File: src/rtl/rca_alu.sv
module rca_slice (
  input  logic       a,
  input  logic       b,
  input  logic       inv,
  input  logic       cin,
  input  logic [1:0] sel,
  output logic       res,
  output logic       cout
);
  logic b_eff;
  logic hs1, hc1, hs2, hc2;

  assign b_eff = b ^ inv;

  assign hs1 = a ^ b_eff;
  assign hc1 = a & b_eff;

  assign hs2 = hs1 ^ cin;
  assign hc2 = hs1 & cin;

  assign cout = hc1 | hc2;

  always_comb begin
    case (sel)
      2'd0:    res = a & b_eff;
      2'd1:    res = a | b_eff;
      2'd2:    res = hs2;
      default: res = 1'b0;
    endcase
  end
endmodule

module rca_alu #(
  parameter int W = 32
) (
  input  logic [W-1:0] op_a,
  input  logic [W-1:0] op_b,
  input  logic [1:0]   sel,
  input  logic         inv,
  output logic [W-1:0] result,
  output logic         carry_out
);
  logic [W:0] chain;

  assign chain[0] = inv;

  for (genvar i = 0; i < W; i++) begin : g_bit
    rca_slice u_slice (
      .a    (op_a[i]),
      .b    (op_b[i]),
      .inv  (inv),
      .cin  (chain[i]),
      .sel  (sel),
      .res  (result[i]),
      .cout (chain[i+1])
    );
  end

  assign carry_out = chain[W];
endmodule


File: config.mk
export PLATFORM = sky130hd
export DESIGN_NAME = rca_alu
export DESIGN_NICKNAME = d
export VERILOG_FILES = /design/src/rtl/rca_alu.sv
export SDC_FILE = /design/constraint.sdc
export NUM_CORES = 1
export LEC_CHECK = 0
export ABC_CLOCK_PERIOD_IN_PS = 33500
export BUFFER_PORTS_ARGS = -buffer_cell sky130_fd_sc_hd__buf_2
export CORE_MARGIN = 5
export CORE_UTILIZATION = 47
export DETAILED_ROUTE_END_ITERATION = 16
export PLACE_DENSITY = 0.76
export SLEW_MARGIN = 15
export SYNTH_ARGS = -nofsm -noshare
export SYNTH_HDL_FRONTEND = slang
export SYNTH_SLANG_ARGS = --single-unit
File: constraint.sdc
create_clock -name vclk -period 33.5
set_input_delay 6.7 -clock vclk [all_inputs]
set_output_delay 6.7 -clock vclk [all_outputs]
set_load 0.01 [all_outputs]
**Word-level counts from Yosys, hierarchy flattened**

Index checks and enable logic that the tools add are counted.

- Word-level logic and storage cells: 259
- Output and inout bits: 33
- Input bits: 67
- Flip-flop bits (word level): 0

- Multiplexer cells: 32
- Bitwise logic cells: 224
- Equal/unequal tests: 2
- Reduce and logical (&&, ||, !) cells: 1

Operators by type and width:

| cell | number |
|---|---|
| 1-bit one-hot mux with 3 select lines | 32 |
| 1-bit XOR | 96 |
| 1-bit AND | 64 |
| 1-bit bitwise OR | 64 |
| 2-bit by 1-bit == test with 1-bit output (second input constant) | 1 |
| 2-bit == test (second input constant) | 1 |
| 2-bit zero test | 1 |

**Depth between registers and ports, before layout**

Gate-level depths: netlist of the first run.

- Word-level depth: 66
- Depth in mapped cells: 37
- Depth with buffers taken out: 34

**Cells and area by module**

From an unflattened synthesis of the first run, not the netlist that was laid out.

- Cell total of the unflattened synthesis: 384
- Area, all modules: 3,002.9 µm²

By module, submodules not included:

| module | instances | area an instance (µm²) | sequential area each (µm²) | cells an instance |
|---|---|---|---|---|
| rca_slice | 32 | 93.8 | 0.0 | 12 |

**Worst setup path before layout of the first run**

OpenSTA, ideal clock, no wires.

- Path type: input port to output port
- From: input inv
- To: output result[31]
- Required time: 26,800 ps
- Path slack: 7,385 ps
- Cell stages on the path: 37
- Buffers on the path: 3
- Arrival: 19,415 ps
- Cell sequence: buf_6 -> buf_8 -> mux2_2 -> fa_1 -> fa_1 -> fa_1 -> fa_1 -> fa_1 -> fa_1 -> fa_1 -> fa_1 -> fa_1 -> fa_1 -> fa_1 -> fa_1 -> fa_1 -> fa_1 -> fa_1 -> fa_1 -> fa_1 -> fa_1 -> fa_1 -> fa_1 -> fa_1 -> fa_1 -> fa_1 -> fa_1 -> fa_1 -> fa_1 -> fa_1 -> fa_1 -> fa_1 -> fa_1 -> fa_1 -> mux2i_1 -> o22ai_1 -> buf_4

- Longest elaborated chain between the ends: 66
- Elaborated cells on any way between the ends: 161
- Classes of those cells: mux (1); bitwise (160)

Ends and longest elaborated chain:

| element | RTL line | RTL |
|---|---|---|
| start: declaration | 39 | `input logic inv,` |
| 1-bit XOR | 13 | `assign b_eff = b ^ inv;` |
| 1-bit XOR | 15 | `assign hs1 = a ^ b_eff;` |
| 1-bit AND | 19 | `assign hc2 = hs1 & cin;` |
| 1-bit bitwise OR | 21 | `assign cout = hc1 \| hc2;` |
| 1-bit AND | 19 |  |
| 1-bit bitwise OR | 21 |  |
| 1-bit AND | 19 |  |
| 1-bit bitwise OR | 21 |  |
| (+50 left out) | n/a |  |
| 1-bit AND | 19 |  |
| 1-bit bitwise OR | 21 |  |
| 1-bit AND | 19 |  |
| 1-bit bitwise OR | 21 |  |
| 1-bit AND | 19 |  |
| 1-bit bitwise OR | 21 |  |
| 1-bit XOR | 18 | `assign hs2 = hs1 ^ cin;` |
| 1-bit one-hot mux with 3 select lines (*) | 24 | `case (sel)` |
| end: declaration | 40 | `output logic [W-1:0] result,` |

Every way passes the cells marked *; elsewhere a longest branch is shown, timed or not.

**Worst setup path after layout of the first run**

Same ends and word-level chain as after synthesis.

==> results of run 1 <==
==> worst max-delay path, delay by kind of cell <==
kind | cells | cell delay, ns
adder cells (fa/ha/maj) | 31 | 12.44
multiplexers | 1 | 0.06
XOR/XNOR | 1 | 0.22
AO/OA/AOI/OAI | 1 | 0.23
buffers and inverters | 3 | 0.69
==> cell type report <==
cell class | instances | area [µm²]
tap | 75 | 93.8
timing repair buffer | 101 | 508
multi-input combinational | 194 | 2260
fill | 577 | 2860
inverter | 64 | 240
==> routing by layer <==
metal | routed length [µm] | GRT usage
met5 | 0 | 0
met4 | 21 | 0.00549
met3 | 313 | 0.00559
met2 | 2900 | 0.292
met1 | 2180 | 0.180
==> where the power goes <==
group / internal, µW / total [µW] / switching [µW] / leakage (µW)
sequential: 0 / 0 / 0 / 0
clock: 0 / 0 / 0 / 0
combinational: 23.7 / 52.5 / 28.9 / 0.00186
==> final timing paths <==
path     start          to  cells past startpoint  slack [ns]
min   op_a[31]   carry_out                      3       13.81
max        inv  result[31]                     37        6.42
==> cell usage after synthesis <==
cell       n  area share
ha_1      64        0.28
inv_1     64       0.083
xor2_1    33        0.10
buf_4     32       0.083
mux2i_1   32        0.11
o22ai_1   32       0.069
fa_1      31        0.21
buf_6      8       0.031
buf_2      3      0.0052
buf_8      3       0.016
clkbuf_2   1      0.0017
mux2_2     1      0.0039
nand2b_4   1      0.0048
==> per-stage QoR <==
step	worst slack [ns]	instances	utilization	instance area, µm²	power [µW]
2_1_floorplan	7.39	305	-	2890	44.0
5_1_grt	6.01	434	0.520	3100	60.9
6_report	6.42	434	0.520	3100	52.5
3_3_place_gp	6.65	434	0.520	3100	51.0
3_5_place_dp	6.42	434	0.520	3100	53.8
4_1_cts	6.38	434	0.520	3100	53.9
==> layout by cell type (no fill, tap or decap) <==
cell type / synthesis / layout
buf_2: 3 / 100
inv_1: 64 / 64
ha_1: 64 / 64
xor2_1: 33 / 33
mux2i_1: 32 / 32
o22ai_1: 32 / 32
fa_1: 31 / 31
nand2b_4: 1 / 1
mux2_2: 1 / 1
buf_4: 32 / 1
==> cells by family (layout without fill, tap and decap cells) <==
group / count (synthesis) / after routing / share of synthesized area
AND/OR/NAND/NOR: 1 / 1 / 0.00476
adder cells (fa/ha/maj): 95 / 95 / 0.492
AO/OA/AOI/OAI: 32 / 32 / 0.0692
XOR/XNOR: 33 / 33 / 0.100
buffers and inverters: 111 / 165 / 0.220
multiplexers: 33 / 33 / 0.115
==> summary.txt, run 1 <==
RSZ-0062 raised after global routing: no
Final Max Tran Viols: 0
Std-Cell Core Area: 5960 µm²
status: finished clean
largest net degree at the start of global routing: 35
register area: 0 µm²
Critical Path Sink Type: primary output
max-cap violations: 0
slowest stage delay, CP: 0.49 ns
critical path launch point type: primary input
Via Count: 2040
synth unique cells: 13
I/O Buffers: 100
final net count: 523
cell repeated most along the worst path: fa_1
sequential share of the synthesized area: 0
Min-Delay Path Class: in2out
minimum clock period: 27.08 ns
Achievable Freq: 36.9 MHz
Syn Inst Count: 305
syn_area_per_cell: 9.48 µm²
GP Congestion: 0.750
Synth Warn #: 0
total negative slack: 0 ns
Worst Max-Slew Pin Slew: 0.971 ns
# rows: 28
Hold Vio Cnt, Final: 0
remaining antenna violation count: 0
Avg WL per Cell: 12.5 µm
post-CTS setup buffer count: 0
grt ovf: 0
Initial Util: 0.486
# hold bufs at CTS: 0
Crit-path slowest cell: fa_1
Mapped Nets: 467
area grow syn2layout: 7.14%
CP Class: in2out
die height: 88.4 µm
post-CTS sizing: 0
sequential cells: 0
Routed WL: 5410 µm
Data required, critical path: 26.80 ns
worst hold margin: 13.81 ns
vias in the first global route: 2283
GRT Total Usage: 0.146
Via density: 4.70
drt initial violations: 12
Netlist Area Pre-Place: 2890 µm²
DP Wirelength: 4510 µm
global-route wire length before repair: 9580 µm
Max-slew headroom: 0.353
Die Area: 7820 µm²
Pleak: 0.00186 µW
layout cell share with drive strength beyond 1: 0.287
PwrDens: 17.0 nW/µm²
WP data arrival: 20.38 ns
Die Wd: 88.4 µm
# DRC: 0
# clk buffers: 0
TritonRoute pass-1 iters: 4
Crit Path Max Fanout: 34
Final setup viols: 0
Peak VDD IR: 0.00000838 V
IO Count: 100
n_diodes: 0
period utilisation layout: 0.808
initial antenna violation count: 0
(Power assumes the default switching activity.)
==> run 2, diff against run 1 <==
Settings changed: ABC_AREA from default to 1, ABC_CLOCK_PERIOD_IN_PS 33500 to 26000, PLACE_DENSITY 0.76 to 0.75.
Clock period 33.5 ns to 26 ns, I/O delays scaled along.
==> run 2 against run 1 <==
Routed wire length up 9.5%; total power is 23% higher; critical path depth unchanged; combinational power grew 23%; worst hold slack got worse by 3.0 ns; count of clock-buffer cells in the layout stayed put; critical endpoint unchanged; highest routed layer unchanged.
==> summary.txt, run 2 <==
Crit Path Max Fanout: 11 (was 34)
sw power: 37.0 µW (was 28.9 µW)
Crit-path slowest cell: fa_1 (unchanged)
post-CTS setup buffer count: 0 (unchanged)
met2 wire length: 3060 µm (was 2900 µm)
worst hold margin: 10.81 ns (was 13.81 ns)
Final Power: 64.6 µW (was 52.5 µW)
# hold bufs at CTS: 0 (unchanged)
hold path start: op_a[31] (unchanged)
Fill cells: 631 (was 577)
Non-Filler Instances: 545 (was 434)
met3 wire len: 372 µm (was 313 µm)
Die Wd: 89.9 µm (was 88.4 µm)
CP Class: in2out (unchanged)
drt initial violations: 39 (was 12)
DP Area: 3270 µm² (was 3100 µm²)
max-cap violations: 0 (unchanged)
most common library cells after synthesis: inv_1 (100), nand2_1 (99), ha_1 (64) (was ha_1 (64), inv_1 (64), xor2_1 (33))
synth unique cells: 14 (was 13)
RSZ-0062 raised after global routing: no (unchanged)
PwrDens: 19.8 nW/µm² (was 17.0 nW/µm²)
Via Count: 2390 (was 2040)
global-route wire length before repair: 10400 µm (was 9580 µm)
grt ovf: 0 (unchanged)
GRT Total Usage: 0.146 (about the same)
Netlist Area Pre-Place: 3000 µm² (was 2890 µm²)
Avg WL per Cell: 10.9 µm (was 12.5 µm)
final net count: 632 (was 523)
Synth Warn #: 0 (unchanged)
Clock power frac: 0 (about the same)
IO Count: 100 (unchanged)
critical path launch point type: primary input (unchanged)
period utilisation layout: 0.910
syn_area_per_cell: 7.31 µm² (was 9.48 µm²)
Peak VDD IR: 0.00000983 V (was 0.00000838 V)
slowest stage delay, CP: 0.49 ns (about the same)
status: finished clean (unchanged)
most area-hungry cell type in the Yosys netlist: ha_1 (unchanged)
Pleak: 0.00196 µW (was 0.00186 µW)
Mapped Nets: 573 (was 467)
sink of the worst hold path: carry_out (unchanged)
switching fraction of total power: 0.572 (was 0.549)
largest net degree at the start of global routing: 33 (was 35)
minimum clock period: 23.67 ns
Via density: 4.39 (was 4.70)
fin area: 3270 µm² (was 3100 µm²)
area grow syn2layout: 8.75% (was 7.14%)
most frequent cell after synthesis: inv_1
top cell type's share of synthesized area: 0.267 (was 0.277)
Final Max Tran Viols: 0 (unchanged)
hold path cells: 3 (unchanged)
remaining antenna violation count: 0 (unchanged)
Data required, critical path: 20.80 ns (was 26.80 ns)
dpl cells: 545 (was 434)
DP Wirelength: 5040 µm (was 4510 µm)
Syn Inst Count: 411 (was 305)
met1 WL: 2450 µm (was 2180 µm)
dominant cells by area after synthesis: ha_1 (27%), fa_1 (21%), inv_1 (13%), nand2_1 (12%), buf_4 (9.2%) (was ha_1 (28%), fa_1 (21%), mux2i_1 (11%), xor2_1 (10%), buf_4 (8.3%))
Reg power frac: 0 (about the same)
GP Congestion: 0.801 (was 0.750)
# rows: 29 (was 28)
n_diodes: 0 (unchanged)
I/O Buffers: 100 (unchanged)
Min-Delay Path Class: in2out (unchanged)
Worst Max-Slew Pin Slew: 0.777 ns (was 0.971 ns)
Hold Vio Cnt, Final: 0 (unchanged)
Std-Cell Core Area: 6280 µm² (was 5960 µm²)
sequential share of the synthesized area: 0 (unchanged)
vias in the first global route: 2429 (was 2283)
Int Pwr: 27.7 µW (was 23.7 µW)
Routed WL: 5920 µm (was 5410 µm)
cell repeated most along the worst path: fa_1 (unchanged)
initial antenna violation count: 0 (unchanged)
post-CTS sizing: 0 (unchanged)
Critical Path Sink Type: primary output (unchanged)
WP data arrival: 18.47 ns (was 20.38 ns)
sequential cells: 0 (unchanged)
register area: 0 µm² (unchanged)
Achievable Freq: 42.2 MHz
die height: 89.9 µm (was 88.4 µm)
# clk buffers: 0 (unchanged)
TritonRoute pass-1 iters: 4 (unchanged)
highest metal used: met4 (unchanged)
commonest non-fill, non-tap cells in the layout: inv_1 (100), buf_2 (100), nand2_1 (99) (was buf_2 (100), inv_1 (64), ha_1 (64))
# DRC: 0 (unchanged)
total negative slack: 0 ns (unchanged)
Max-slew headroom: 0.481 (was 0.353)
layout cell share with drive strength beyond 1: 0.229 (was 0.287)
Die Area: 8090 µm² (was 7820 µm²)
Final setup viols: 0 (unchanged)
Comb power frac: 1.000 (about the same)
Initial Util: 0.478 (was 0.486)
[run 2: metal layers]
| metal | global-route usage | vias to the layer above |
|---|---|---|
| met5 | 0 | - |
| met4 | 0.0112 | 0 |
| met3 | 0.0225 | 4 |
| met2 | 0.287 | 58 |
| met1 | 0.171 | 1088 |
| li1 | - | 1240 |
[run 2: area by class of cell]
type	instances	area, µm²	area share
well taps	77	96.3	0.0295
multi-input cells	264	2270	0.695
inverters	102	383	0.117
repair buffers	102	515	0.158
[run 2: worst max-delay path: cells and delay by family]
| kind | cells | cell delay, ns |
|---|---|---|
| buf+inv | 3 | 0.48 |
| simple gates | 2 | 0.16 |
| fa+ha+maj | 31 | 12.43 |
| xor+xnor | 1 | 0.18 |
[run 2: how the worst max path moves through the flow]
stage | start | endpoint | cells past startpoint
global placement | inv | result[31] | 37
detailed placement | inv | result[31] | 37
global route | inv | result[31] | 37
finish | inv | result[31] | 37
CTS | inv | result[31] | 37
floorplan | inv | result[31] | 38
[run 2: per-stage QoR]
step,worst slack [ns],util
floorplan,2.91,-
CTS,2.25,0.520
finish,2.33,0.520
global placement,2.54,0.520
detailed placement,2.27,0.520
global route,1.82,0.520
[run 2: kinds of logic after synthesis]
family	after synthesis	share of synthesized area
compound gates	1	0.00167
simple gates	137	0.191
xor+xnor	31	0.0904
buf+inv	147	0.244
fa+ha+maj	95	0.473
[run 2: power by group through the flow]
| stage | combinational, µW | clock (µW) | sequential, µW |
|---|---|---|---|
| global placement | 63.3 | 0 | 0 |
| detailed placement | 66.1 | 0 | 0 |
| CTS | 66.2 | 0 | 0 |
| global route | 75.9 | 0 | 0 |
| finish | 64.6 | 0 | 0 |
| floorplan | 53.3 | 0 | 0 |
